===== src/rtl/oc_csum_pkg.sv =====
package oc_csum_pkg;
    typedef enum logic {
        PH_HI = 1'b0,
        PH_LO = 1'b1
    } phase_e;
endpackage


===== src/rtl/oc_endaround_add.sv =====
module oc_endaround_add #(
    parameter int W = 16
) (
    input  logic [W-1:0] a,
    input  logic [W-1:0] b,
    output logic [W-1:0] y
);
    localparam int WX = W + 1;

    logic [WX-1:0] raw;
    logic [W-1:0]  carry_in;

    always_comb begin
        raw      = {1'b0, a} + {1'b0, b};
        carry_in = '0;
        carry_in[0] = raw[W];
        y        = raw[W-1:0] + carry_in;
    end
endmodule


===== src/rtl/oc_wr_assembler.sv =====
module oc_wr_assembler
    import oc_csum_pkg::*;
#(
    parameter int BYTE_W = 8
) (
    input  logic                clk,
    input  logic                rst_n,
    input  logic                wr_en,
    input  logic [BYTE_W-1:0]   wr_data,
    output logic                op_valid,
    output logic [2*BYTE_W-1:0] op_word
);
    localparam int WORD_W = 2 * BYTE_W;

    typedef struct packed {
        phase_e              phase;
        logic [BYTE_W-1:0]   hi;
        logic                pend;
        logic [WORD_W-1:0]   op;
    } wr_state_t;

    wr_state_t st_d, st_q;

    always_comb begin
        st_d      = st_q;
        st_d.pend = 1'b0;
        if (wr_en) begin
            if (st_q.phase == PH_HI) begin
                st_d.hi    = wr_data;
                st_d.phase = PH_LO;
            end else begin
                st_d.op    = {st_q.hi, wr_data};
                st_d.pend  = 1'b1;
                st_d.phase = PH_HI;
            end
        end
    end

    always_ff @(posedge clk or negedge rst_n) begin
        if (!rst_n) begin
            st_q <= '{phase: PH_HI, hi: '0, pend: 1'b0, op: '0};
        end else begin
            st_q <= st_d;
        end
    end

    assign op_valid = st_q.pend;
    assign op_word  = st_q.op;

    // an add lasts one cycle, and pairs cannot complete on consecutive edges
    a_r3_pend_single: assert property (@(posedge clk) disable iff (!rst_n)
        st_q.pend |=> !st_q.pend);
    // every write strobe advances the byte sequencer
    a_r2_phase_flip: assert property (@(posedge clk) disable iff (!rst_n)
        wr_en |=> st_q.phase != $past(st_q.phase));
    // with no write strobe, the sequencer holds
    a_r8_phase_hold: assert property (@(posedge clk) disable iff (!rst_n)
        !wr_en |=> $stable(st_q.phase));
endmodule


===== src/rtl/oc_rd_unloader.sv =====
module oc_rd_unloader
    import oc_csum_pkg::*;
#(
    parameter int BYTE_W = 8
) (
    input  logic                clk,
    input  logic                rst_n,
    input  logic                rd_en,
    input  logic [2*BYTE_W-1:0] sum,
    output logic [BYTE_W-1:0]   rd_data,
    output logic                clr
);
    typedef struct packed {
        phase_e            phase;
        logic [BYTE_W-1:0] lo_snap;
    } rd_state_t;

    rd_state_t st_d, st_q;

    always_comb begin
        st_d = st_q;
        clr  = 1'b0;
        if (rd_en) begin
            if (st_q.phase == PH_HI) begin
                st_d.lo_snap = sum[BYTE_W-1:0];
                st_d.phase   = PH_LO;
            end else begin
                clr        = 1'b1;
                st_d.phase = PH_HI;
            end
        end
        rd_data = (st_q.phase == PH_HI) ? sum[2*BYTE_W-1:BYTE_W] : st_q.lo_snap;
    end

    always_ff @(posedge clk or negedge rst_n) begin
        if (!rst_n) begin
            st_q <= '{phase: PH_HI, lo_snap: '0};
        end else begin
            st_q <= st_d;
        end
    end

    // the captured low byte holds while it waits for the second read
    a_r7_snap_hold: assert property (@(posedge clk) disable iff (!rst_n)
        (st_q.phase == PH_LO) |=> $stable(st_q.lo_snap));
    // every read strobe advances the read sequencer
    a_r5_rd_flip: assert property (@(posedge clk) disable iff (!rst_n)
        rd_en |=> st_q.phase != $past(st_q.phase));
endmodule


===== src/rtl/oc_csum_top.sv =====
module oc_csum_top #(
    parameter int BYTE_W = 8
) (
    input  logic              clk,
    input  logic              rst_n,
    input  logic              wr_en,
    input  logic [BYTE_W-1:0] wr_data,
    input  logic              rd_en,
    output logic [BYTE_W-1:0] rd_data
);
    localparam int WORD_W = 2 * BYTE_W;

    typedef struct packed {
        logic [WORD_W-1:0] acc;
    } acc_state_t;

    acc_state_t        st_d, st_q;
    logic              op_valid;
    logic [WORD_W-1:0] op_word;
    logic [WORD_W-1:0] sum_next;
    logic              clr;

    oc_wr_assembler #(.BYTE_W(BYTE_W)) wr_i (
        .clk(clk), .rst_n(rst_n), .wr_en(wr_en), .wr_data(wr_data),
        .op_valid(op_valid), .op_word(op_word)
    );

    oc_endaround_add #(.W(WORD_W)) add_i (
        .a(st_q.acc), .b(op_word), .y(sum_next)
    );

    oc_rd_unloader #(.BYTE_W(BYTE_W)) rd_i (
        .clk(clk), .rst_n(rst_n), .rd_en(rd_en), .sum(st_q.acc),
        .rd_data(rd_data), .clr(clr)
    );

    always_comb begin
        st_d = st_q;
        if (clr) begin
            st_d.acc = '0;
        end else if (op_valid) begin
            st_d.acc = sum_next;
        end
    end

    always_ff @(posedge clk or negedge rst_n) begin
        if (!rst_n) begin
            st_q <= '{acc: '0};
        end else begin
            st_q <= st_d;
        end
    end

    // the second read leaves a zero sum
    a_r6_clear: assert property (@(posedge clk) disable iff (!rst_n)
        clr |=> st_q.acc == '0);
    // a ones-complement sum of inputs that are not all zero never becomes zero
    a_r4_no_zero: assert property (@(posedge clk) disable iff (!rst_n)
        (op_valid && !clr && (st_q.acc != '0 || op_word != '0)) |=> st_q.acc != '0);
    // the sum changes only on an add or a clear
    a_r3_only_on_add: assert property (@(posedge clk) disable iff (!rst_n)
        (!op_valid && !clr) |=> $stable(st_q.acc));
endmodule


===== config.mk =====
export PLATFORM = sky130hd
export DESIGN_NAME = oc_csum_top
export DESIGN_NICKNAME = d
export VERILOG_FILES = /design/src/rtl/oc_csum_pkg.sv /design/src/rtl/oc_endaround_add.sv /design/src/rtl/oc_wr_assembler.sv /design/src/rtl/oc_rd_unloader.sv /design/src/rtl/oc_csum_top.sv
export SDC_FILE = /design/constraint.sdc
export NUM_CORES = 1
export LEC_CHECK = 0
export ABC_CLOCK_PERIOD_IN_PS = 4500
export BUFFER_PORTS_ARGS = -buffer_cell sky130_fd_sc_hd__buf_2
export CAP_MARGIN = 10
export CORE_AREA = 2 2 74 76
export CTS_CLUSTER_DIAMETER = 100
export CTS_CLUSTER_SIZE = 20
export DETAILED_ROUTE_END_ITERATION = 8
export DIE_AREA = 0 0 76 78
export GPL_ROUTABILITY_DRIVEN = 1
export GPL_TIMING_DRIVEN = 1
export PLACE_DENSITY = 0.79
export RECOVER_POWER = 50
export SLEW_MARGIN = 15
export SYNTH_ARGS = -nofsm -noshare
export SYNTH_HDL_FRONTEND = slang
export SYNTH_SLANG_ARGS = --single-unit

===== constraint.sdc =====
create_clock -name clk -period 4.5 [get_ports clk]
set_input_delay 0.675 -clock clk [delete_from_list [all_inputs] [get_ports clk]]
set_output_delay 0.675 -clock clk [all_outputs]
set_load 0.05 [all_outputs]

Word level (Yosys, flattened, before mapping)
Cells that the tools add are included.
{"block": "word_totals", "ff_bits": 51, "elab_cells": 24}
{"block": "classes", "addsub": 2, "muxes": 9, "bitwise": 2, "reduce_logical": 4}
{"cell": "two-way mux 17 bit", "count": 2}
{"cell": "two-way mux 16 bit", "count": 2}
{"cell": "adder 16 x 16 -> 17 bit", "count": 1}
{"cell": "adder 16 x 1 -> 16 bit", "count": 1}
{"cell": "two-way mux 8 bit", "count": 1}
{"cell": "AND reduction 2 bit", "count": 3}
{"cell": "two-way mux 1 bit", "count": 4}
{"cell": "inverter 1 bit", "count": 2}
{"cell": "nonzero test 2 bit", "count": 1}

Longest topological paths before layout
Gate-level depths: netlist of the first run.
{"block": "logic_depth", "ltp_word": 4, "ltp_mapped": 19}

Modules after synthesis
A second synthesis of the first run with hierarchy kept.
{"block": "hier_totals", "cells_unflattened": 295, "hier_area_um2": 3398.3}
{"mod": "oc_endaround_add", "instances": 1, "cells_each": 141, "area_each_um2": 1138.6}
{"mod": "oc_wr_assembler", "instances": 1, "cells_each": 72, "area_each_um2": 1116.1}
{"mod": "oc_csum_top", "instances": 1, "cells_each": 52, "area_each_um2": 660.6}
{"mod": "oc_rd_unloader", "instances": 1, "cells_each": 30, "area_each_um2": 483.0}

Worst setup path after synthesis of the first run
No wires, ideal clock.
{"block": "synth_timing", "path_type": "register -> register", "start": "register st_q[0] (netlist bit)", "end": "register st_q[15] (netlist bit)", "setup_ns": 0.125, "t_arrival_ns": 3.461, "required_time_ns": 4.375, "setup_slack_ns": 0.915, "path_stages_with_launch": 20, "n_path_buf": 1, "cell_sequence": "dfrtp_1 -> ha_1 -> inv_1 -> fa_1 -> nand2b_1 -> a21bo_1 -> a211oi_2 -> o211ai_1 -> nand2_1 -> a21o_1 -> a21o_1 -> ha_1 -> nor2b_1 -> nand2_1 -> nor3_1 -> and4_1 -> buf_2 -> and4bb_4 -> a211o_1 -> nand3_1"}
{"block": "synth_between", "elab_chain_len": 4}
{"element": "start: declaration", "line_no": "oc_csum_top.sv:17", "text": "acc_state_t st_d, st_q;"}
{"element": "start signal: assignment", "line_no": "oc_csum_top.sv:48", "text": "st_q <= '{acc: '0};"}
{"element": "start signal: assignment", "line_no": "oc_csum_top.sv:50", "text": "st_q <= st_d;"}
{"element": "adder 16 x 16 -> 17 bit", "line_no": "oc_endaround_add.sv:14", "text": "raw = {1'b0, a} + {1'b0, b};"}
{"element": "adder 16 x 1 -> 16 bit", "line_no": "oc_endaround_add.sv:17", "text": "y = raw[W-1:0] + carry_in;"}
{"element": "two-way mux 16 bit", "line_no": "oc_csum_top.sv:41", "text": "end else if (op_valid) begin"}
{"element": "two-way mux 16 bit", "line_no": "oc_csum_top.sv:39", "text": "if (clr) begin"}
No other way between the ends. The select of a mux whose other input is x is not followed.
A chain may end at the register's enable or synchronous reset.

Final worst setup path of the first run
{"block": "layout_timing", "start": "register st_q[0] (netlist bit)", "end": "register st_q[14] (netlist bit)"}
The elaborated chain is that of the path after synthesis.

==> run metrics, run 1 <==
unrepaired setup endpoints after global routing=false; synthesis-to-finish area growth=7.86%; slowest CP cell=fa_1; most common cell after layout, fill and taps aside=nand2_1; cts hold-fix bufs=0; footprint of the multi-input gates=roughly 0.0017 mm2; GPL Wtd Cong=0.935; hpwl dp=5.10 mm; cell family with most CP delay=simple AND/OR/NAND/NOR gates; Fillers=406; met2 Usage GRT=between 40% and 50%; final setup fails=0; met3 Usage GRT=3.84%; GRT Total Usage=~24%; post-cts resize count=0; critical path buffer and inverter count=1; io pins=20; first-pass GRT wire length=11.1 mm; Critical Path Start=st_q[0]; DR vias=approximately 2,300; Tcrit/Tclk final=approximately nine tenths; Synth Flop Type=dfrtp_1; number of flops mapped to enable cells by yosys=0; CP Cell Sequence=ha_1, inv_1, fa_1, nand2b_1, a21bo_1, a211oi_2, o211ai_1, nand2_1, a21o_1, a21o_1, ha_1, nor2b_1, nand2_1, nor3_1, and4_1, and4bb_4, xnor2_1, o21ai_1; cts bufs inserted=5; Post-DRT Antenna Nets=0; DR iter-0 viols=~140; gr busiest metal=met2; Syn Area/Cell=10.3 um2; clk root buf=clkbuf_8; n_diodes=0; register area share after synthesis=about two fifths; max-cap check violation count=1; flip-flop and latch area=about 0.0013 mm2; Synth Register Bits=51; cell depth of the worst min-delay path=2; clock-pin slew of the registers on the worst-case setup and hold paths=0.10 ns; global route overflow=0; CTS tree=done; measured slew at the worst slew-check pin=between 2 and 3 ns; Max Clk Rate=between 200 and 300 MHz; number of global-route vias before repair=between 2,000 and 2,500; largest net degree at the start of global routing=52; YS warnings=0; initial antenna violation count=0; DRT Pass-1 Iters=4; layout cell share with drive strength beyond 1=a little over a fifth; Slew headroom=-75.8%; Final Skew=between 0.006 and 0.007 ns; Final TNS setup=0 ns; RR Endpoint=st_q[14]; core area=0.00504 mm2; R2R setup slack=around 0.5 ns; critical path arrival=approximately 4.2 ns; worst skew pair latency=just over 0.3 ns; post-DR vias/cell=about 6; WL/cell=approximately 17 um; htree depth=2; Initial Util=60.6%; CP max FO=5; Die W=about 76 um; Synth async-reset ratio=between 90% and 100%; # rows=26; Worst R2R Start=st_q[0]; hold worst-path end=wr_i.st_q[24]; routed wire length=between 6 and 7 mm; status=finished, violations left; Hold Vio Cnt, Final=0; minimum clock period=between 3 and 4 ns; met1 usage=32.2%; post-CTS setup buffers=0; Startpoint Class=flip-flop; CTS max path bufs=2; Hold Crit Class=flip-flop to flip-flop; Critical Path RT=between 4 and 5 ns; nets=approximately 350; commonest non-fill, non-tap cells in the layout=nand2_1, dfrtp_1, mux2_2; Max Slew Vio Count=52; height of the die=just under 80 um; number of port buffers=19; Critical Path Stages=18; CTS sink cnt=51; Mapped Nets=between 300 and 400; failing checks=max-capacitance violations, max-slew violations; Netlist Area Pre-Place=about 0.0031 mm2; die area=slightly below 0.006 mm2; Mapped Cells=around 300; CP max stage delay=~0.39 ns; Yosys cell types=between 40 and 50; Hold Startpoint=wr_i.st_q[24]; Reg2Reg Depth=18; DRC viols=0; Crit Path Category=flip-flop to flip-flop; kind of end point of the critical path=flip-flop
-- cells in the mapped netlist, types with 2 or more instances --
master / count / share of area (%)
nand2_1: 56 / 6.9
a31oi_1: 2 / 0.41
o21ai_0: 16 / 2.6
a211oi_1: 2 / 0.49
nor3_2: 2 / 0.65
and3_1: 3 / 0.61
a211oi_2: 2 / 0.82
nor3_1: 3 / 0.49
nand3_1: 6 / 0.98
xor2_1: 15 / 4.3
clkbuf_1: 7 / 0.86
o21ai_1: 4 / 0.65
nor2b_1: 3 / 0.61
xnor2_1: 12 / 3.4
a21o_1: 9 / 2.2
buf_2: 3 / 0.49
ha_1: 18 / 7.4
mux2_2: 31 / 11
a211o_1: 2 / 0.57
dfrtp_1: 51 / 42
a21oi_1: 10 / 1.6
inv_1: 5 / 0.61
nand2b_1: 3 / 0.61
nor2_1: 7 / 0.86
o211ai_1: 4 / 0.98
-- cell type report --
| class | instances | area share, % |
|---|---|---|
| Multi-Input combinational cell | 232 | 52.2 |
| Sequential cell | 51 | 38.7 |
| Timing Repair Buffer | 21 | 3.19 |
| Tap cell | 70 | 2.66 |
| Clock buffer | 6 | 2.20 |
| Inverter | 5 | 0.569 |
| Clock inverter | 2 | 0.493 |
-- worst max-delay path by stage --
stage | end | slack (ns)
floorplan | st_q[15] | 0.91
global placement | st_q[14] | 0.71
detailed placement | st_q[14] | 0.54
CTS | st_q[14] | 0.54
global route | st_q[14] | 0.20
finish | st_q[14] | 0.51
-- kinds of logic after synthesis --
logic type	synth area share (%)
flops	41.7
simple gates	14.3
buf+inv	1.96
compound gates	14.5
fa+ha+maj	8.02
xor+xnor	7.73
mux	11.7
-- through the flow --
step / area, um2 / util [%] / std cells / hold WS, ns / setup slack [ns]
6_report: 3300 / 65.4 / 387 / 0.485 / 0.508
3_3_place_gp: 3210 / 63.7 / 379 / 0.455 / 0.708
2_1_floorplan: 3060 / - / 298 / 0.379 / 0.915
4_1_cts: 3300 / 65.5 / 387 / 0.488 / 0.537
3_5_place_dp: 3210 / 63.7 / 379 / 0.462 / 0.545
5_1_grt: 3300 / 65.4 / 387 / 0.516 / 0.198
-- routing by layer --
layer  wire length [um]  share of wire, %
met5                  0                 0
met4                119               1.8
met3                213               3.2
met2               3160                48
met1               3150                47
-- worst min-delay path: stages, from the launching register on --
cell	delay, ns
dfrtp_1	0.35
nand2_1	0.05
nand2_1	0.05
-- flip-flops by register name, indices dropped and copies added, names as in the netlist --
| register | cells |
|---|---|
| st_q | 16 |
| wr_i.op_valid | 1 |
| wr_i.op_word | 16 |
| wr_i.st_q | 9 |
| rd_i.st_q | 9 |
Power of run 1 is not shown: default switching activity piles up to over one toggle a cycle in this logic, so the estimate is an artifact.
==> inputs of run 2 (changes only) <==
PLACE_DENSITY = 0.83   (was 0.79)
==> run metrics, run 2 (synthesis results as in run 1) <==
post-DR vias/cell=5.93 (-0.22%); flip-flop and latch area=0.00128 mm2 (unchanged); failing checks=max-capacitance violations, max-slew violations; WL/cell=17.5 um (+2.2%); CTS tree=done; cts bufs inserted=5 (unchanged); Final Skew=0.00668 ns (+0.000118 ns); cts hold-fix bufs=0 (unchanged); post-cts resize count=0 (unchanged); DRC viols=0 (unchanged); Final TNS setup=0 ns (unchanged); Die W=76 um (unchanged); core area=0.00504 mm2 (unchanged); Critical Path RT=4.70 ns (+0.02 ns); Crit Path Category=flip-flop to flip-flop; Slew headroom=-75.7% (+0.14 points); critical path arrival=4.29 ns (+0.11 ns); GRT Total Usage=24.9% (+0.81 points); unrepaired setup endpoints after global routing=false; Hold Startpoint=wr_i.st_q[20]; number of global-route vias before repair=2,362 (+5.9%); status=finished, violations left; CTS max path bufs=2 (unchanged); measured slew at the worst slew-check pin=2.64 ns (-0.00206 ns); first-pass GRT wire length=11.5 mm (+3.0%); Initial Util=60.6% (unchanged); nets=347 (unchanged); number of port buffers=19 (unchanged); commonest non-fill, non-tap cells in the layout=nand2_1, dfrtp_1, mux2_2; final setup fails=0 (unchanged); DRT Pass-1 Iters=4 (unchanged); global route overflow=0 (unchanged); largest net degree at the start of global routing=52 (unchanged); Max Slew Vio Count=52 (unchanged); footprint of the multi-input gates=0.00172 mm2 (unchanged); CP max FO=5 (unchanged); layout cell share with drive strength beyond 1=20.8% (unchanged); height of the die=78 um (unchanged); minimum clock period=4.08 ns (+0.0905 ns); n_diodes=0 (unchanged); DR iter-0 viols=177 (+29%); Post-DRT Antenna Nets=0 (unchanged); hpwl dp=5.09 mm (-0.15%); synthesis-to-finish area growth=7.86% (unchanged); most common cell after layout, fill and taps aside=nand2_1; Max Clk Rate=245 MHz (-2.2%); # rows=26 (unchanged); initial antenna violation count=0 (unchanged); Hold Vio Cnt, Final=0 (unchanged); clk root buf=clkbuf_8; Hold Crit Class=flip-flop to flip-flop; clock-pin slew of the registers on the worst-case setup and hold paths=0.10 ns (about the same); worst skew pair latency=0.31 ns (about the same); htree depth=2 (unchanged); GPL Wtd Cong=0.943 (+0.84%); CTS sink cnt=51 (unchanged); Critical Path Start=st_q[0]; Tcrit/Tclk final=90.7% (+2.0 points); Worst R2R Start=st_q[0]; routed wire length=6.79 mm (+2.2%); die area=0.00593 mm2 (unchanged); Startpoint Class=flip-flop; max-cap check violation count=1 (unchanged); DR vias=2,294 (-0.22%); io pins=20 (unchanged); post-CTS setup buffers=0 (unchanged); Fillers=379 (-6.7%); kind of end point of the critical path=flip-flop
-- run 2: final cells by class --
class	instances	share of cell area (%)
clock buffers	6	2.20
clock inverters	2	0.493
inverters	5	0.569
multi-input cells	232	52.2
flip-flops and latches	51	38.7
well taps	70	2.66
repair buffers	21	3.19
-- run 2: critical path, stage by stage, from the launching register on --
cell and delay, ns:
dfrtp_1 0.38, ha_1 0.20, inv_1 0.07, fa_1 0.40
nand2b_1 0.19, a21bo_1 0.21, a211oi_2 0.30, o211ai_1 0.15
nand2_1 0.11, a21o_1 0.12, a21o_1 0.14, ha_1 0.14
nor2b_1 0.22, nand2_1 0.17, nor3_1 0.36, and4_1 0.35
and4bb_4 0.28, a211o_1 0.12, nand3_1 0.07
-- run 2: worst paths after layout --
check | cells after the start | to | slack (ns)
setup / recovery | 18 | st_q[15] | 0.42
hold / removal | 2 | wr_i.st_q[20] | 0.48
setup reg to reg | 18 | st_q[15] | 0.42
hold reg to reg | 2 | wr_i.st_q[20] | 0.48
max in group asynchronous | 2 | wr_i.op_word[14] | 1.73
min in group asynchronous | 2 | wr_i.st_q[18] | 1.29
-- run 2: metal layers --
metal	GRT usage [%]	routed length (um)	vias up
met4	10.7	234	0
met3	4.88	275	18
met1	30.7	2960	1119
met2	42.9	3320	60
li1	-	-	1097
met5	0	0	-
-- run 2: through the flow --
stage                     cell area, um2  utilization, %  instances  hold slack (ns)  setup WS (ns)
after CTS                           3300            65.5        387            0.486          0.426
after global placement              3210            63.7        379            0.458          0.709
after global routing                3300            65.4        387            0.520         0.0891
final                               3300            65.4        387            0.483          0.417
after floorplan                     3060               -        298            0.379          0.915
after detailed placement            3210            63.7        379            0.463          0.550
Power of run 2 is left out for the same reason.
